<file path="config.mk">
export PLATFORM = sky130hd
export DESIGN_NAME = avl_hold_ctrl
export DESIGN_NICKNAME = d
export VERILOG_FILES = /design/src/rtl/avl_pkg.sv /design/src/rtl/zero_judge.sv /design/src/rtl/wear_monitor.sv /design/src/rtl/hold_fsm.sv /design/src/rtl/avl_hold_ctrl.sv
export SDC_FILE = /design/constraint.sdc
export NUM_CORES = 1
export LEC_CHECK = 0
export BUFFER_PORTS_ARGS = -buffer_cell sky130_fd_sc_hd__buf_2
export CAP_MARGIN = 20
export CORE_AREA = 2 2 74 48
export DETAILED_ROUTE_END_ITERATION = 16
export DIE_AREA = 0 0 76 50
export PLACE_DENSITY_LB_ADDON = 0.15
export SLEW_MARGIN = 20
export SYNTH_ARGS = -nofsm -noshare
export SYNTH_HDL_FRONTEND = slang
export SYNTH_HIERARCHICAL = 1
export SYNTH_SLANG_ARGS = --single-unit
</file>
<file path="constraint.sdc">
create_clock -name clk -period 5.2 [get_ports clk]
set_input_delay 0.52 -clock clk [delete_from_list [all_inputs] [get_ports clk]]
set_output_delay 0.52 -clock clk [all_outputs]
set_load 0.005 [all_outputs]
</file>
<file path="src/rtl/avl_pkg.sv">
package avl_pkg;

    typedef enum logic {
        ST_OPEN  = 1'b0,
        ST_STALL = 1'b1
    } hold_state_e;

    localparam int unsigned NUM_JUDGES = 2;

endpackage

</file>
<file path="src/rtl/zero_judge.sv">
module zero_judge #(
    parameter int unsigned W     = 16,
    parameter int unsigned LIMIT = 8
) (
    input  logic [W-1:0] operand,
    output logic         fast
);
    localparam int unsigned CW = $clog2(W + 1);

    logic [CW-1:0] zeros;

    always_comb begin
        zeros = '0;
        for (int i = 0; i < W; i++) begin
            zeros = zeros + CW'(!operand[i]);
        end
    end

    assign fast = (int'(zeros) > int'(LIMIT));

endmodule

</file>
<file path="src/rtl/wear_monitor.sv">
module wear_monitor #(
    parameter int unsigned WINDOW    = 8,
    parameter int unsigned ERR_LIMIT = 2
) (
    input  logic clk,
    input  logic rst_n,
    input  logic issue,
    input  logic err_hit,
    output logic aged
);
    localparam int unsigned OCW  = (WINDOW > 1) ? $clog2(WINDOW) : 1;
    localparam int unsigned ECW  = $clog2(WINDOW + 2);
    localparam logic [OCW-1:0] LAST_OP = OCW'(WINDOW - 1);
    localparam logic [ECW-1:0] ERR_MAX = {ECW{1'b1}};

    logic [OCW-1:0] op_cnt, op_cnt_nxt;
    logic [ECW-1:0] err_cnt, err_cnt_nxt;
    logic           wrap, aged_nxt;

    always_comb begin
        wrap       = issue && (op_cnt == LAST_OP);
        op_cnt_nxt = op_cnt;
        if (issue) begin
            op_cnt_nxt = wrap ? '0 : op_cnt + 1'b1;
        end
        if (wrap) begin
            err_cnt_nxt = ECW'(err_hit);
        end else if (err_hit && (err_cnt != ERR_MAX)) begin
            err_cnt_nxt = err_cnt + 1'b1;
        end else begin
            err_cnt_nxt = err_cnt;
        end
        aged_nxt = aged || (int'(err_cnt_nxt) > int'(ERR_LIMIT));
    end

    always_ff @(posedge clk or negedge rst_n) begin
        if (!rst_n) begin
            op_cnt  <= '0;
            err_cnt <= '0;
            aged    <= 1'b0;
        end else begin
            op_cnt  <= op_cnt_nxt;
            err_cnt <= err_cnt_nxt;
            aged    <= aged_nxt;
        end
    end

    assert_aged_sticky_R11: assert property (@(posedge clk) disable iff (!rst_n)
        aged |=> aged);

    assert_window_bound_R10: assert property (@(posedge clk) disable iff (!rst_n)
        int'(op_cnt) < int'(WINDOW));

    assert_quiet_no_age_R9: assert property (@(posedge clk) disable iff (!rst_n)
        (!aged && !err_hit) |=> !aged);

endmodule

</file>
<file path="src/rtl/hold_fsm.sv">
module hold_fsm
    import avl_pkg::*;
(
    input  logic clk,
    input  logic rst_n,
    input  logic op_valid,
    input  logic fast,
    input  logic err_flag,
    output logic capture_en,
    output logic issue,
    output logic err_hit
);
    hold_state_e state, state_nxt;
    logic        last_fast;

    assign issue   = op_valid && capture_en;
    assign err_hit = err_flag && last_fast;

    always_comb begin
        state_nxt = state;
        unique case (state)
            ST_OPEN:  state_nxt = ((issue && !fast) || err_hit) ? ST_STALL : ST_OPEN;
            ST_STALL: state_nxt = err_hit ? ST_STALL : ST_OPEN;
            default:  state_nxt = ST_OPEN;
        endcase
    end

    always_ff @(posedge clk or negedge rst_n) begin
        if (!rst_n) begin
            state     <= ST_OPEN;
            last_fast <= 1'b0;
        end else begin
            state     <= state_nxt;
            last_fast <= issue && fast;
        end
    end

    always_comb begin
        capture_en = 1'b1;
        unique case (state)
            ST_OPEN:  capture_en = 1'b1;
            ST_STALL: capture_en = 1'b0;
            default:  capture_en = 1'b1;
        endcase
    end

    assert_slow_stall_R4: assert property (@(posedge clk) disable iff (!rst_n)
        (issue && !fast) |=> !capture_en);

    assert_stall_once_R6: assert property (@(posedge clk) disable iff (!rst_n)
        (!capture_en && !err_hit) |=> capture_en);

    assert_err_stall_R7: assert property (@(posedge clk) disable iff (!rst_n)
        err_hit |=> !capture_en);

    assert_fast_open_R5: assert property (@(posedge clk) disable iff (!rst_n)
        (issue && fast && !err_hit) |=> capture_en);

endmodule

</file>
<file path="src/rtl/avl_hold_ctrl.sv">
module avl_hold_ctrl
    import avl_pkg::*;
#(
    parameter int unsigned W         = 16,
    parameter int unsigned N_ZERO    = 8,
    parameter int unsigned WINDOW    = 8,
    parameter int unsigned ERR_LIMIT = 2
) (
    input  logic         clk,
    input  logic         rst_n,
    input  logic         op_valid,
    input  logic [W-1:0] operand,
    input  logic         err_flag,
    output logic         capture_en,
    output logic         one_cycle,
    output logic         aged
);
    logic [NUM_JUDGES-1:0] judge_vec;
    logic                  issue, err_hit;

    for (genvar g = 0; g < NUM_JUDGES; g++) begin : g_judge
        zero_judge #(
            .W     (W),
            .LIMIT (N_ZERO + g)
        ) u_judge (
            .operand (operand),
            .fast    (judge_vec[g])
        );
    end

    assign one_cycle = aged ? judge_vec[1] : judge_vec[0];

    hold_fsm u_fsm (
        .clk        (clk),
        .rst_n      (rst_n),
        .op_valid   (op_valid),
        .fast       (one_cycle),
        .err_flag   (err_flag),
        .capture_en (capture_en),
        .issue      (issue),
        .err_hit    (err_hit)
    );

    wear_monitor #(
        .WINDOW    (WINDOW),
        .ERR_LIMIT (ERR_LIMIT)
    ) u_mon (
        .clk     (clk),
        .rst_n   (rst_n),
        .issue   (issue),
        .err_hit (err_hit),
        .aged    (aged)
    );

    assert_judge_order_R3: assert property (@(posedge clk) disable iff (!rst_n)
        judge_vec[1] |-> judge_vec[0]);

endmodule

</file>
# Yosys cells after proc, flatten, opt, wreduce, memory -nomap -nowiden
# Cells that the tools add are included.
dict set report word_totals {
  ff_bits 10
  output_inout_bits 3
}
dict set report op_classes {
  n_addsub 17
  n_lt_le_gt_ge 3
  n_eq_ne 2
  n_mux 8
  n_bitwise 1
  n_reduce_logical 25
}
# op count
set op_table {}
lappend op_table {{adder 5 x 1 -> 5 bit} 14}
lappend op_table {{logical NOT 1 bit} 17}
lappend op_table {{greater-than comparator 5 x 4 -> 1 bit (second input constant)} 2}
lappend op_table {{2-to-1 mux 4 bit} 2}
lappend op_table {{logical AND 1 bit} 6}
lappend op_table {{adder 4 x 1 -> 4 bit (second input constant)} 1}
lappend op_table {{greater-than comparator 4 x 2 -> 1 bit (second input constant)} 1}
lappend op_table {{!= test 4 bit (second input constant)} 1}
lappend op_table {{one-hot mux 1 bit (2 select lines)} 2}
lappend op_table {{adder 3 x 1 -> 3 bit (second input constant)} 1}
lappend op_table {{== test 3 bit (second input constant)} 1}
lappend op_table {{2-to-1 mux 1 bit} 3}
lappend op_table {{2-to-1 mux 3 bit} 1}
lappend op_table {{adder 1 x 1 -> 2 bit} 1}
lappend op_table {{logical OR 1 bit} 2}
lappend op_table {{inverter 1 bit} 1}

# Depth between registers and ports, before layout
dict set report logic_depth {
  ltp_word 23
  depth_mapped 15
  ltp_nobuf 15
}

# By module
# The synthesis kept the hierarchy.
# module instances cells_each area_each_um2 seq_area_each_um2
set by_module_without_submodules {}
lappend by_module_without_submodules {wear_monitor 1 45 456.7 200.2}
lappend by_module_without_submodules {{zero_judge (g_judge[0].u_judge)} 1 44 426.7 0.0}
lappend by_module_without_submodules {{zero_judge (g_judge[1].u_judge)} 1 43 380.4 0.0}
lappend by_module_without_submodules {hold_fsm 1 8 91.3 50.0}
lappend by_module_without_submodules {avl_hold_ctrl 1 1 15.0 0.0}

# Worst setup path before layout
# Ideal clock, no wire load.
dict set report synth_path {
  path_type {input-to-output}
  start {input operand[0]}
  end {output one_cycle}
  t_arrival_ns 4.038
  t_required_ns 4.680
  path_slack_ns 0.642
  stages 13
  cell_sequence {fa_1 -> inv_1 -> fa_1 -> fa_1 -> fa_1 -> ha_1 -> inv_1 -> fa_1 -> nor3b_2 -> o2bb2ai_2 -> a22oi_2 -> o21a_1 -> mux2_4}
}
dict set report synth_between {
  elab_chain_len 18
  word_cells_on_any_way 19
  classes_between {add/sub: 15; order compare: 2; mux: 1; reduce/logical: 1}
}
# item line_no
set synth_lines {}
lappend synth_lines {{start, declared} avl_hold_ctrl.sv:12} ;# input logic [W-1:0] operand,
lappend synth_lines {{logical NOT 1 bit} zero_judge.sv:15} ;# zeros = zeros + CW'(!operand[i]);
lappend synth_lines {{adder 1 x 1 -> 2 bit} zero_judge.sv:15}
lappend synth_lines {{adder 5 x 1 -> 5 bit (14 in a row)} zero_judge.sv:15}
lappend synth_lines {{greater-than comparator 5 x 4 -> 1 bit} zero_judge.sv:19} ;# assign fast = (int'(zeros) > int'(LIMIT));
lappend synth_lines {{via judge_vec[0]} avl_hold_ctrl.sv:18} ;# logic [NUM_JUDGES-1:0] judge_vec;
lappend synth_lines {{2-to-1 mux 1 bit} avl_hold_ctrl.sv:31} ;# assign one_cycle = aged ? judge_vec[1] : judge_vec[0];
lappend synth_lines {{end, declared} avl_hold_ctrl.sv:15} ;# output logic one_cycle,
# The timed path passes the listed nets, and every way through them passes these cells.

# Worst setup path after layout
# Ends and elaborated chain as after synthesis.

==> out/qor.csv <==
metric,value,unit
status,finished clean,
setup TNS,0,ns
worst reg2reg startpoint,u_mon/op_cnt[0],
RSZ-0062 raised after global routing,no,
clock sinks,10,
skew final,0.00167,ns
final setup vio count,0,
Starting Density,44.2,%
most frequent cell after synthesis,inv_1,
hpwl dp,2.36,mm
drt total wl,2.62,mm
Slew Limit Fails,0,
Tmin final,5.00,ns
placed instance area,0.00152,sq mm
Slew headroom,76.2,%
gpl congestion,0.822,
largest net degree at the start of global routing,11,
Post-synth top cells,"42 x inv_1, 20 x fa_1, 13 x ha_1",
Num CTS Buffers,3,
Initial DRC Count,30,
Design Power,753,uW
number of hold buffers added after cts,0,
mux cell area share after synthesis,3.47,%
GRT Util Overall,16.2,%
gr ovfl total,0,
Compound-Gate Fraction of Synth Area,12.0,%
clk buf depth,2,
Yosys top cell by area,fa_1,
reg2reg end,u_mon/aged,
ys flop type,dfrtp_1,
drt pass-1 iters,4,
Critical Path Fanout Max,3,
Worst Path Required,4.68,ns
"flops & latches, synth",10,
post-route cell area,0.00158,sq mm
Post-synth EDFFs,0,
die extent in x,76,um
H-tree level count,1,
final non-filler cell total,210,
Residual DRC,0,
via count,1005,
Die ar.,0.00380,sq mm
r2r worst-path depth,5,
crit-path cells,buf_2 -> fa_1 -> inv_1 -> fa_1 -> fa_1 -> fa_1 -> ha_2 -> inv_1 -> fa_1 -> nor3b_4 -> o2bb2ai_2 -> a22oi_2 -> o21a_1 -> mux2_4 -> buf_2,
Synth Area in Adders,41.1,%
Synth Area in XOR/XNOR,0,%
CP most frequent cell,fa_1,
core box area,0.00310,sq mm
port buffer count,22,
ys async rst share,100,%
CTS Root Cell,clkbuf_8,
dpl cells,206,
max cap viols,0,
number of global-route vias before repair,1033,
Crit. End Element,output port,
Vias/cell,4.79,
"Slowest-stage cell, CP",fa_1,
layout cells sized above 1,21.8,%
ANT cells,0,
Synth area leaders,"fa_1 29%, dfrtp_1 18%, ha_1 12%",
initial antenna violation count,0,
crit path DAT,4.48,ns
CTS tree,yes,
Cells after Synth,141,
Setup CP Type,in -> out,
final hold vios,0,
first-pass GRT wire length,4.71,mm
start point of the critical path,operand[0],
type of origin of the critical path,primary input,
Skew-Pair Late Insertion Delay,0.23,ns
Rows,16,
PD cells,475,mW/mm^2
Mapped Avg Cell Area,9.72,sq um
CP max stage delay,0.54,ns
routed len/inst,12.5,um
"Seq/Total Area, Yosys",18.3,%
mapped cell area,0.00137,sq mm
Yosys warnings,6,
final antenna-violating net count,0,
fin nets,219,
f_max,200,MHz
Synth cell types,38,
simple-gate area share of the yosys netlist,12.5,%
worst reg2reg setup slack,3.47,ns
fillers,303,
Synthesized Nets,194,
type of the most critical hold path,in -> async,
VDD IR max,148,uV
die height,50,um
leakage power,0.000835,uW
worst slew pin tran,0.356,ns
clk slew on worst S/H paths,0.05,ns
fin crit share,96.2,%
Critical Path Sink,one_cycle,
Synth top area share,29.2,%
largest family of logic cells by synthesized area,adder cells,
I/O pins,23,
area delta synth->final,15.6,%
[cells by family after synthesis]
kind of cell,Yosys count
buffers and inverters,44
and+or+nand+nor,29
muxes,4
AOI/OAI and AO/OA,21
adders and majority gates,33
DFF,10
[layer usage]
metal / vias to the layer above / GRT usage [%] / share of wire [%]
met5: - / 0 / 0
met1: 480 / 21.4 / 48
met4: 0 / 4.55 / 1.9
li1: 492 / - / -
met2: 27 / 26.2 / 45
met3: 6 / 4.76 / 5.1
[timing repair]
item	4_1_cts	5_1_grt
setup endpoints to repair	0	1
resized for setup	0	2
setup buffers	0	0
[layout make-up]
class	count	area (sq um)	area share, %
Clock buffer	4	55.1	3.48
Inverter	42	158	9.95
Multi-Input combinational cell	87	955	60.3
Sequential cell	10	250	15.8
Tap cell	45	56.3	3.55
Timing Repair Buffer	22	110	6.95
[sequential cells by signal, indices dropped and copies added, names as in the netlist]
name / count
u_mon/err_cnt: 4
u_mon/op_cnt: 3
u_fsm/last_fast: 1
u_fsm/state: 1
u_mon/aged: 1
[worst max-delay path: cells and delay by family]
kind / cells / cell delay, ns
adder cells (fa/ha/maj): 6 / 2.79
buffers and inverters: 4 / 0.36
AO/OA/AOI/OAI: 3 / 0.33
multiplexers: 1 / 0.27
AND/OR/NAND/NOR: 1 / 0.21
[cells in the final DEF (no fill, tap or decap), types with 3 or more instances in the layout]
cell and instances:
a21oi_1 7, and2_1 3, buf_2 22, clkbuf_8 4, dfrtp_1 10, fa_1 20, ha_1 12, inv_1 42
nand2_1 7, nor2_1 5
[power breakdown]
part / switching, uW / internal, uW
combinational: 266 / 252
sequential: 28.4 / 109
clock: 30.2 / 66.5
[per-stage QoR]
step	setup slack, ns	hold slack [ns]	utilization [%]
floorplan	0.642	0.224	-
detailed placement	0.157	0.395	49.0
global route	0.0212	0.148	51.0
finish	0.198	0.141	51.0
global placement	0.317	0.396	49.0
CTS	0.164	0.140	50.8
[worst min path at each step]
stage | cells past startpoint | to | slack, ns
after detailed placement | 1 | u_mon/op_cnt[2] | 0.40
after CTS | 1 | u_mon/op_cnt[2] | 0.14
after global placement | 1 | u_mon/op_cnt[0] | 0.40
after floorplan | 0 | u_fsm/last_fast | 0.22
after global routing | 1 | u_mon/aged | 0.15
final | 1 | u_mon/op_cnt[0] | 0.14
No activity file was read; power rests on OpenSTA's default activity.
